<file path="src/rtl/db_pkg.sv">
package db_pkg;
   typedef enum logic [1:0] {
      ADDR_COUNT  = 2'd0,
      ADDR_PERIOD = 2'd1,
      ADDR_BUFFER = 2'd2,
      ADDR_CTRL   = 2'd3
   } db_addr_e;

   localparam int CTRL_EN_BIT   = 0;
   localparam int CTRL_KILL_BIT = 1;
   localparam int LEVEL_LOW     = 0;
   localparam int LEVEL_HIGH    = 1;
endpackage

</file>
<file path="src/rtl/db_regs.sv">
module db_regs
   import db_pkg::*;
#(
   parameter int DW = 8,
   parameter int CW = 3
) (
   input  logic          clk,
   input  logic          rst_n,
   input  logic          wr,
   input  logic          rd,
   input  logic [1:0]    addr,
   input  logic [DW-1:0] wdata,
   input  logic [DW-1:0] cnt_value,
   output logic [DW-1:0] period,
   output logic [DW-1:0] buffer,
   output logic          en,
   output logic          kill,
   output logic          period_load,
   output logic [DW-1:0] rdata
);
   logic [CW-1:0] ctrl_q;
   logic [DW-1:0] period_q;
   logic [DW-1:0] buffer_q;
   logic          snap;

   assign en          = ctrl_q[CTRL_EN_BIT];
   assign kill        = ctrl_q[CTRL_KILL_BIT];
   assign period_load = wr && (addr == ADDR_PERIOD) && !en;
   assign snap        = rd && (addr == ADDR_COUNT) && !en;

   always_ff @(posedge clk or negedge rst_n) begin
      if (!rst_n) begin
         ctrl_q   <= '0;
         period_q <= '0;
         buffer_q <= '0;
      end else begin
         if (wr && addr == ADDR_CTRL)   ctrl_q   <= wdata[CW-1:0];
         if (wr && addr == ADDR_PERIOD) period_q <= wdata;
         if (snap)                      buffer_q <= cnt_value;
      end
   end

   always_comb begin
      rdata = '0;
      if (rd) begin
         case (addr)
            ADDR_BUFFER: rdata = buffer_q;
            ADDR_CTRL:   rdata = DW'(ctrl_q);
            default:     rdata = '0;
         endcase
      end
   end

   assign period = period_q;
   assign buffer = buffer_q;
endmodule

</file>
<file path="src/rtl/db_timer.sv">
module db_timer #(
   parameter int DW = 8
) (
   input  logic          clk,
   input  logic          rst_n,
   input  logic          en,
   input  logic          ref_in,
   input  logic [DW-1:0] period,
   input  logic          period_load,
   input  logic [DW-1:0] load_value,
   output logic [DW-1:0] cnt,
   output logic          busy,
   output logic          ref_q
);
   logic          edge_seen;
   logic          term;
   logic [DW-1:0] cnt_q;

   assign edge_seen = (ref_in != ref_q);
   assign term      = (cnt_q == '0);

   always_ff @(posedge clk or negedge rst_n) begin
      if (!rst_n) begin
         cnt_q <= '0;
         busy  <= 1'b1;
         ref_q <= 1'b0;
      end else if (!en) begin
         ref_q <= ref_in;
         busy  <= 1'b1;
         if (period_load) cnt_q <= load_value;
      end else if (edge_seen) begin
         ref_q <= ref_in;
         busy  <= 1'b1;
         cnt_q <= period;
      end else if (busy) begin
         if (term) begin
            busy  <= 1'b0;
            cnt_q <= period;
         end else begin
            cnt_q <= cnt_q - 1'b1;
         end
      end
   end

   assign cnt = cnt_q;
endmodule

</file>
<file path="src/rtl/db_outstage.sv">
module db_outstage
   import db_pkg::*;
#(
   parameter int N_OUT = 2
) (
   input  logic             en,
   input  logic             kill,
   input  logic             busy,
   input  logic             level,
   output logic [N_OUT-1:0] drive
);
   logic release_ok;
   assign release_ok = en && !kill && !busy;

   for (genvar i = 0; i < N_OUT; i++) begin : g_phase
      if (i == LEVEL_HIGH) begin : g_hi
         assign drive[i] = release_ok && level;
      end else begin : g_lo
         assign drive[i] = release_ok && !level;
      end
   end
endmodule

</file>
<file path="src/rtl/db_deadband_gen.sv">
module db_deadband_gen
   import db_pkg::*;
#(
   parameter int DW = 8,
   parameter int CW = 3
) (
   input  logic          clk,
   input  logic          rst_n,
   input  logic          bus_wr,
   input  logic          bus_rd,
   input  logic [1:0]    bus_addr,
   input  logic [DW-1:0] bus_wdata,
   output logic [DW-1:0] bus_rdata,
   input  logic          ref_in,
   output logic          out_pri,
   output logic          out_aux
);
   localparam int N_OUT = 2;

   if (DW < 2) begin : g_bad_dw
      $error("db_deadband_gen: DW must be at least 2");
   end
   if (CW < 2 || CW > DW) begin : g_bad_cw
      $error("db_deadband_gen: CW must lie between 2 and DW");
   end

   logic [DW-1:0]    period_w;
   logic [DW-1:0]    buffer_w;
   logic [DW-1:0]    cnt_w;
   logic             en_w;
   logic             kill_w;
   logic             load_w;
   logic             busy_w;
   logic             level_w;
   logic [N_OUT-1:0] drive_w;

   db_regs #(.DW(DW), .CW(CW)) u_regs (
      .clk(clk), .rst_n(rst_n), .wr(bus_wr), .rd(bus_rd), .addr(bus_addr),
      .wdata(bus_wdata), .cnt_value(cnt_w), .period(period_w), .buffer(buffer_w),
      .en(en_w), .kill(kill_w), .period_load(load_w), .rdata(bus_rdata)
   );

   db_timer #(.DW(DW)) u_timer (
      .clk(clk), .rst_n(rst_n), .en(en_w), .ref_in(ref_in), .period(period_w),
      .period_load(load_w), .load_value(bus_wdata), .cnt(cnt_w), .busy(busy_w),
      .ref_q(level_w)
   );

   db_outstage #(.N_OUT(N_OUT)) u_out (
      .en(en_w), .kill(kill_w), .busy(busy_w), .level(level_w), .drive(drive_w)
   );

   assign out_pri = drive_w[LEVEL_HIGH];
   assign out_aux = drive_w[LEVEL_LOW];
endmodule

</file>
<file path="config.mk">
export PLATFORM = sky130hd
export DESIGN_NAME = db_deadband_gen
export DESIGN_NICKNAME = d
export VERILOG_FILES = /design/src/rtl/db_pkg.sv /design/src/rtl/db_regs.sv /design/src/rtl/db_timer.sv /design/src/rtl/db_outstage.sv /design/src/rtl/db_deadband_gen.sv
export SDC_FILE = /design/constraint.sdc
export NUM_CORES = 1
export LEC_CHECK = 0
export ABC_AREA = 1
export BUFFER_PORTS_ARGS = -buffer_cell sky130_fd_sc_hd__buf_2
export CAP_MARGIN = 30
export CORE_MARGIN = 3
export CORE_UTILIZATION = 49
export CTS_CLUSTER_SIZE = 28
export DETAILED_ROUTE_END_ITERATION = 6
export GPL_TIMING_DRIVEN = 1
export HOLD_SLACK_MARGIN = 0.03
export MAX_ROUTING_LAYER = met4
export PLACE_DENSITY = 0.7
export SLEW_MARGIN = 15
export SYNTH_ARGS = -nofsm -noshare
export SYNTH_HDL_FRONTEND = slang
export SYNTH_SLANG_ARGS = --single-unit
</file>
<file path="constraint.sdc">
create_clock -name clk -period 1.9 [get_ports clk]
set_input_delay 0.095 -clock clk [delete_from_list [all_inputs] [get_ports clk]]
set_output_delay 0.095 -clock clk [all_outputs]
set_load 0.1 [all_outputs]
</file>
======== Yosys cells after proc, flatten, opt, wreduce, memory -nomap -nowiden ========
Index checks and enable logic that the tools add are counted.
storage, ports and cells
  output and inout port bits .............. 10
  bits of input ports ..................... 15
  bits in registers ....................... 29
cells by class
  reductions and logical operators ........ 17
  add/sub/neg operators ................... 1
  mux-type cells .......................... 13
  equal/unequal tests ..................... 6
operator list
  kind                                                                    number
  8-bit two-way mux                                                       6
  8-bit case mux with 2 select lines                                      1
  1-bit logical AND                                                       9
  8-bit zero test                                                         1
  8-bit by 1-bit subtractor with 8-bit output (second input constant)     1
  1-bit two-way mux                                                       6
  2-bit equality test (second input constant)                             2
  1-bit zero test                                                         4
  3-bit by 1-bit != test with 1-bit output (second input constant)        1
  2-bit by 1-bit equality test with 1-bit output (second input constant)  1
  2-bit zero test                                                         1
  2-bit by 1-bit != test with 1-bit output (second input constant)        1
  2-bit AND reduction                                                     1
  2-bit nonzero test                                                      1
  1-bit != test                                                           1

======== Longest topological paths before layout ========
Gate-level depths: netlist (run 1).
  depth in word-level cells ............... 5
  gate-level depth with buffers ........... 8
  gate-level depth less buffers ........... 8

======== Modules after synthesis ========
A second synthesis (run 1) with hierarchy kept.
second synthesis, totals
  cell total of the unflattened synthesis .. 232
  area total of the unflattened synthesis .. 1766.7 µm²
modules (own cells, without submodules)
  module       sequential area each (µm²)  instances  cells an instance  area each (µm²)
  db_regs      475.5                       1          112                919.6
  db_timer     251.5                       1          114                818.3
  db_outstage  0.0                         1          6                  28.8

======== Least setup slack after synthesis (run 1) ========
Ideal clock, no wire load.
  path type ............................... reg2out
  from .................................... register u_regs.ctrl_q[0]
  to ...................................... output bus_rdata[0]
  buffers on the path ..................... 1
  required time ........................... 1.805 ns
  cell stages (with the launch flop) ...... 4
  path slack .............................. -0.201 ns
  arrival ................................. 2.006 ns
  cell sequence ........................... dfrtp_1 -> clkbuf_8 -> inv_1 -> a21oi_1
between the ends
  longest elaborated chain between the ends .. 2
ends and longest elaborated chain
  item                                RTL line               RTL
  start, declared                     db_regs.sv:21          logic [CW-1:0] ctrl_q;
  start signal, assigned              db_regs.sv:37          if (wr && addr == ADDR_CTRL) ctrl_q <= wdata[CW-1:0];
  8-bit case mux with 2 select lines  db_regs.sv:46          case (addr)
  8-bit two-way mux                   db_regs.sv:45          if (rd) begin
  end, declared                       db_deadband_gen.sv:13  output logic [DW-1:0] bus_rdata,
Every way passes these cells.

======== Final worst setup path (run 1) ========
Ends and elaborated chain as after synthesis.

==> qor.yml, run 1 <==
placement:
  routabilityCongestion: 0.9038
  place_area_mm2: 0.001803
  place_hpwl_um: 2346
  portBuffers: 24
  dp_slack_ns: 0.3858
floorplan:
  die_w_um: 64.15
  ioPinCount: 25
  start_util: 0.5296
  fp.dieH_um: 64.15
  core_mm2: 0.003128
  placementRows: 20
  die_area_mm2: 0.004115
global_routing:
  grt_first_pass_wirelength_um: 5630
  antenna_found_initial: 0
  first_global_vias: 1263
  grt_max_degree: 30
  overflow: 0
  track_usage: 0.1817
power_and_ir_drop:
  ir_drop_uv: 490.4
  leakagePower_nw: 1.002
  power_density_mw_per_mm2: 1015
  total_power_mw: 1.951
drt:
  viasPerCell: 4.737
  drt-initial-drc-count: 76
  dr.pass1.iters: 4
  ant_nets: 0
  wl_um: 3299
  drcViolationCount: 0
  vias: 1407
  wire_per_inst_um: 11.11
final_layout:
  layout-drive-gt1-share: 0.2174
  final_cell_mix: "nand2_1, nor2_1, inv_1"
  final.fill_count: 303
  area_growth_pct: 16.09
  postLayoutCoreUtil: 0.6148
  design_area_mm2: 0.001923
  n_antenna_cell: 0
  multiInputGateArea_um2: 753.2
  seqCellArea_um2: 726.9
  nets: 269
  final_common_cell: "nand2_1"
setup_path:
  critPathBufInv: 2
  cp_cell_sequence: "inv_1 -> a21oi_2 -> buf_2"
  cpLargestDelayFamily: "buffers and inverters"
  path_max_fanout: 5
  arrival_ns: 1.46
  cp.required_ns: 1.80
  max_stage_delay_ns: 0.44
  startpoint_type: "flop"
  path_class: "flop to primary output"
  cp_slowest_cell: "dfrtp_1"
  cp-end-kind: "primary output"
clocking:
  cts-root-buf: "clkbuf_4"
  cts_sinks: 29
  postCtsResizedCells: 0
  htreeDepth: 2
  cts_tree: "built"
  clk_transition_reported_paths_ns: 0.09
  insertion_delay_ns: 0.32
  cts.path.max_buffers: 2
  cts_made_buffers: 5
yosys:
  synthesis.instances: 221
  synth-seq-cells: 29
  synth_cell_types: 26
  synth_nets: 238
  synth_area_mm2: 0.001657
  ys_seq_area_frac: 0.4388
  synth_area_per_cell_um2: 7.496
  yosysWarnings: 0
sta:
  rsz0062_at_grt: "false"
  period_share: 0.8194
  worst_pin_slew_ns: 0.6620
  max_slew_margin: 0.5587
  drv_slew: 0
  whs_ns: 0.04872
  finalWorstSetupSlack_ns: 0.3431
  finalClockSkew_ns: 0.004101
  min_period_ns: 1.557
  fmax_mhz: 642.3
  setup_violations: 0
  hold_viol: 0
run:
  maxCapViolations: 0
status:
  status: "completed"
hold_path:
  hold_path_class: "primary input to flop"
[per-layer routing]
layer / part of all wire / track usage / up-vias
li1: - / - / 751
met1: 0.51 / 0.2458 / 610
met2: 0.41 / 0.2542 / 39
met3: 0.055 / 0.04218 / 7
met4: 0.020 / 0.09235 / 0
met5: 0 / - / -
[where the power goes]
group	internal (mW)	switching (mW)	total, mW
clock	0.214	0.214	0.429
sequential	0.770	0.116	0.887
combinational	0.216	0.420	0.636
[sequential cells by signal (all words and copies together) (netlist names)]
name	count
u_timer.ref_q	1
u_regs.period	8
u_timer.busy	1
u_regs.buffer	8
u_regs.ctrl_q	3
u_timer.cnt	8
[path summary, 6_finish.rpt]
path / from / endpoint / slack [ns] / cells past startpoint
max in group asynchronous: rst_n / u_timer.cnt[4] / 1.14 / 2
min in group asynchronous: rst_n / u_timer.ref_q / 0.33 / 2
max: u_regs.ctrl_q[0] / bus_rdata[0] / 0.34 / 3
min reg2reg: u_regs.period[6] / u_regs.period[6] / 0.49 / 2
min: bus_wdata[4] / u_regs.period[4] / 0.05 / 3
max reg2reg: u_timer.cnt[0] / u_timer.cnt[3] / 0.36 / 8
[final cells by class]
cell class | count | share of cell area
Tap cell | 44 | 0.02863
Multi-Input combinational cell | 150 | 0.3917
Clock buffer | 7 | 0.03383
Clock inverter | 1 | 0.002602
Sequential cell | 29 | 0.3780
Inverter | 36 | 0.07287
Timing Repair Buffer | 30 | 0.09239
[kinds of logic (layout without fill, tap and decap cells)]
kind of cell,count (synthesis),after routing,share of synthesized area
buffers and inverters,42,74,0.1110
xor gates and xnor gates,3,3,0.02040
adders and majority gates,2,2,0.01510
and+or+nand+nor,107,107,0.2749
DFF,29,29,0.4388
AOI/OAI and AO/OA,38,38,0.1397
[synthesized netlist by cell type]
library cell / number / area share
nand2_2: 2 / 0.0076
xnor2_1: 1 / 0.0053
a21oi_1: 4 / 0.012
nor2_1: 39 / 0.088
dfrtp_1: 28 / 0.42
nand2_1: 42 / 0.095
inv_6: 1 / 0.0053
clkbuf_1: 1 / 0.0023
nand3_1: 16 / 0.048
clkbuf_8: 1 / 0.0083
nand2_4: 1 / 0.0068
o211ai_1: 2 / 0.0091
ha_1: 2 / 0.015
inv_1: 35 / 0.079
xor2_2: 1 / 0.0098
buf_2: 3 / 0.0091
o21ai_2: 1 / 0.0053
buf_6: 1 / 0.0068
xor2_1: 1 / 0.0053
nand4_1: 2 / 0.0076
dfstp_2: 1 / 0.016
o21a_1: 1 / 0.0045
o21ai_0: 22 / 0.066
nor2_2: 4 / 0.015
a21oi_2: 8 / 0.042
nand3_2: 1 / 0.0060
[metrics by stage]
stage | std cells | TNS, ns
after floorplan | 221 | -0.2500
after global placement | 284 | 0
after detailed placement | 284 | 0
after CTS | 297 | 0
after global routing | 297 | 0
final | 297 | 0
[what timing repair did]
action	4_1_cts	5_1_grt
hold buffers	5	0
endpoints found under the hold margin	32	0
buffers inserted	0	0
[tightest hold or removal path: cells and delay by family]
kind	cells	cell delay, ns
buf+inv	2	0.15
compound gates	1	0.08
(Power assumes the default switching activity.)
==> run 2, diff against run 1 <==
--- a/config.mk
+++ b/config.mk
@@ -15,7 +15,7 @@
 export GPL_TIMING_DRIVEN = 1
 export HOLD_SLACK_MARGIN = 0.03
 export MAX_ROUTING_LAYER = met4
-export PLACE_DENSITY = 0.7
+export PLACE_DENSITY = 0.73
 export SLEW_MARGIN = 15
 export SYNTH_ARGS = -nofsm -noshare
 export SYNTH_HDL_FRONTEND = slang
==> constraint.sdc (replaced) <==
create_clock -name clk -period 1.4 [get_ports clk]
set_input_delay 0.07 -clock clk [delete_from_list [all_inputs] [get_ports clk]]
set_output_delay 0.07 -clock clk [all_outputs]
set_load 0.1 [all_outputs]
==> qor.yml, run 2 (synthesized netlist as in run 1, its figures left out) <==
sta:
  min_period_ns: 1.369
  fmax_mhz: 730.7
  drv_slew: 0  # unchanged
  finalSetupTns_ns: 0  # unchanged
  max_slew_margin: 0.5625  # +0.003848
  rsz0062_at_grt: "true"
  worst_pin_slew_ns: 0.6562  # -0.005772 ns
  finalClockSkew_ns: 0.007255  # +0.003154 ns
  period_share: 0.9775
  setup_violations: 0  # unchanged
  hold_viol: 0  # unchanged
setup_path:
  arrival_ns: 1.60  # +0.14 ns
  r2r_slack_ns: 0.03  # -0.33 ns
  r2r-end: "u_timer.cnt[6]"
  path_class: "flop to flop"
  cp-end-kind: "flop"
  r2r_cells: 8  # unchanged
  r2r-start: "u_timer.cnt[1]"
  startpoint_type: "flop"
  path_max_fanout: 4  # -1
  cp.required_ns: 1.63  # -0.17 ns
clocking:
  htreeDepth: 2  # unchanged
  cts_tree: "built"
  cts_made_buffers: 5  # unchanged
  clk_transition_reported_paths_ns: 0.09  # about the same
  cts_sinks: 29  # unchanged
  cts-root-buf: "clkbuf_4"
  cts.path.max_buffers: 2  # unchanged
  insertion_delay_ns: 0.33  # about the same
drt:
  drt-initial-drc-count: 92  # +21%
  viasPerCell: 4.923  # +3.9%
  wire_per_inst_um: 13.00  # +17%
  ant_nets: 0  # unchanged
  vias: 1541  # +9.5%
  wl_um: 4070  # +23%
  drcViolationCount: 0  # unchanged
  dr.pass1.iters: 4  # unchanged
floorplan:
  core_mm2: 0.003128  # unchanged
  die_w_um: 64.15  # unchanged
  ioPinCount: 25  # unchanged
  placementRows: 20  # unchanged
  start_util: 0.5296  # unchanged
  fp.dieH_um: 64.15  # unchanged
  die_area_mm2: 0.004115  # unchanged
power_and_ir_drop:
  total_power_mw: 2.941  # +51%
  leakagePower_nw: 1.112  # +11%
  ir_drop_uv: 672.7  # +37%
  power_density_mw_per_mm2: 1286  # +27%
hold_path:
  hold-path-cell-count: 3  # unchanged
  hp-start: "bus_wr"
  whs_endpoint: "u_regs.period[7]"
  hold_path_class: "primary input to flop"
placement:
  portBuffers: 24  # unchanged
  dp.cells: 297  # +4.6%
  routabilityCongestion: 0.9186  # +1.6%
  place_hpwl_um: 2734  # +17%
run:
  maxCapViolations: 0  # unchanged
final_layout:
  seqCellArea_um2: 729.5  # +0.34%
  multiInputGateArea_um2: 865.8  # +15%
  fin_cells: 313  # +5.4%
  final_common_cell: "nand2_1"
  area_growth_pct: 38.07
  final.fill_count: 246  # -19%
  final_cell_mix: "nand2_1, nor2_1, inv_1"
  layout-drive-gt1-share: 0.3346  # +0.1172
  nets: 286  # +6.3%
  n_antenna_cell: 0  # unchanged
status:
  status: "completed"
global_routing:
  overflow: 0  # unchanged
  track_usage: 0.2106  # +0.02887
  grt_max_degree: 30  # unchanged
  grt_first_pass_wirelength_um: 6486  # +15%
  first_global_vias: 1452  # +15%
  antenna_found_initial: 0  # unchanged
## run 2: area by class of cell
cell class              instances  area share
clock buffers                   7     0.02407
inverters                      36     0.06127
multi-input cells             150      0.3786
flip-flops and latches         29      0.3189
well taps                      44     0.02407
repair buffers                 47      0.1931
## run 2: metal layers
layer | global-route usage | share of wire | up-vias
met5 | - | 0 | -
met1 | 0.2602 | 0.44 | 705
li1 | - | - | 783
met4 | 0.1003 | 0.028 | 0
met2 | 0.3329 | 0.47 | 42
met3 | 0.04042 | 0.056 | 11
## run 2: critical path, cell delays in order, from the launching register on
cell     delay (ns)
dfrtp_1        0.40
inv_2          0.10
buf_4          0.11
ha_2           0.19
inv_1          0.06
o21ai_0        0.17
nand3_1        0.10
nand3_1        0.09
a21oi_2        0.05
## run 2: what timing repair did
action,4_1_cts,5_1_grt
buffers inserted,0,2
pin swaps,2,4
setup endpoints to repair,11,12
gates resized for setup,7,23
endpoints found under the hold margin,35,0
hold buffers,8,0
## run 2: worst max path at each step
| stage | slack [ns] | endpoint | cells past startpoint | start |
|---|---|---|---|---|
| finish | 0.03 | u_timer.cnt[6] | 8 | u_timer.cnt[1] |
| global placement | 0.05 | u_timer.cnt[3] | 9 | u_timer.cnt[0] |
| floorplan | -0.41 | bus_rdata[3] | 4 | bus_addr[0] |
| CTS | 0.006 | u_timer.cnt[0] | 8 | u_timer.cnt[0] |
| detailed placement | -0.03 | u_timer.cnt[3] | 9 | u_timer.cnt[0] |
| global route | -0.04 | u_timer.cnt[6] | 8 | u_timer.cnt[1] |
## run 2: power by group
part	switching [mW]	internal, mW	leakage [nW]	total [mW]
Combinational	0.724	0.488	0.736	1.21
Clock	0.287	0.237	0.0314	0.523
Sequential	0.159	1.05	0.344	1.21
Total	1.17	1.77	1.11	2.94
## run 2: through the flow
stage               worst slack [ns]  area, µm²    util  hold slack [ns]
floorplan                    -0.4076       1679       -          -0.2256
detailed placement          -0.03211       2036  0.6508           0.1392
global route                -0.04300       2287  0.7312          0.06610
CTS                         0.006200       2188  0.6996          0.04357
global placement             0.05097       2036  0.6508           0.1330
finish                       0.03149       2287  0.7312          0.04688
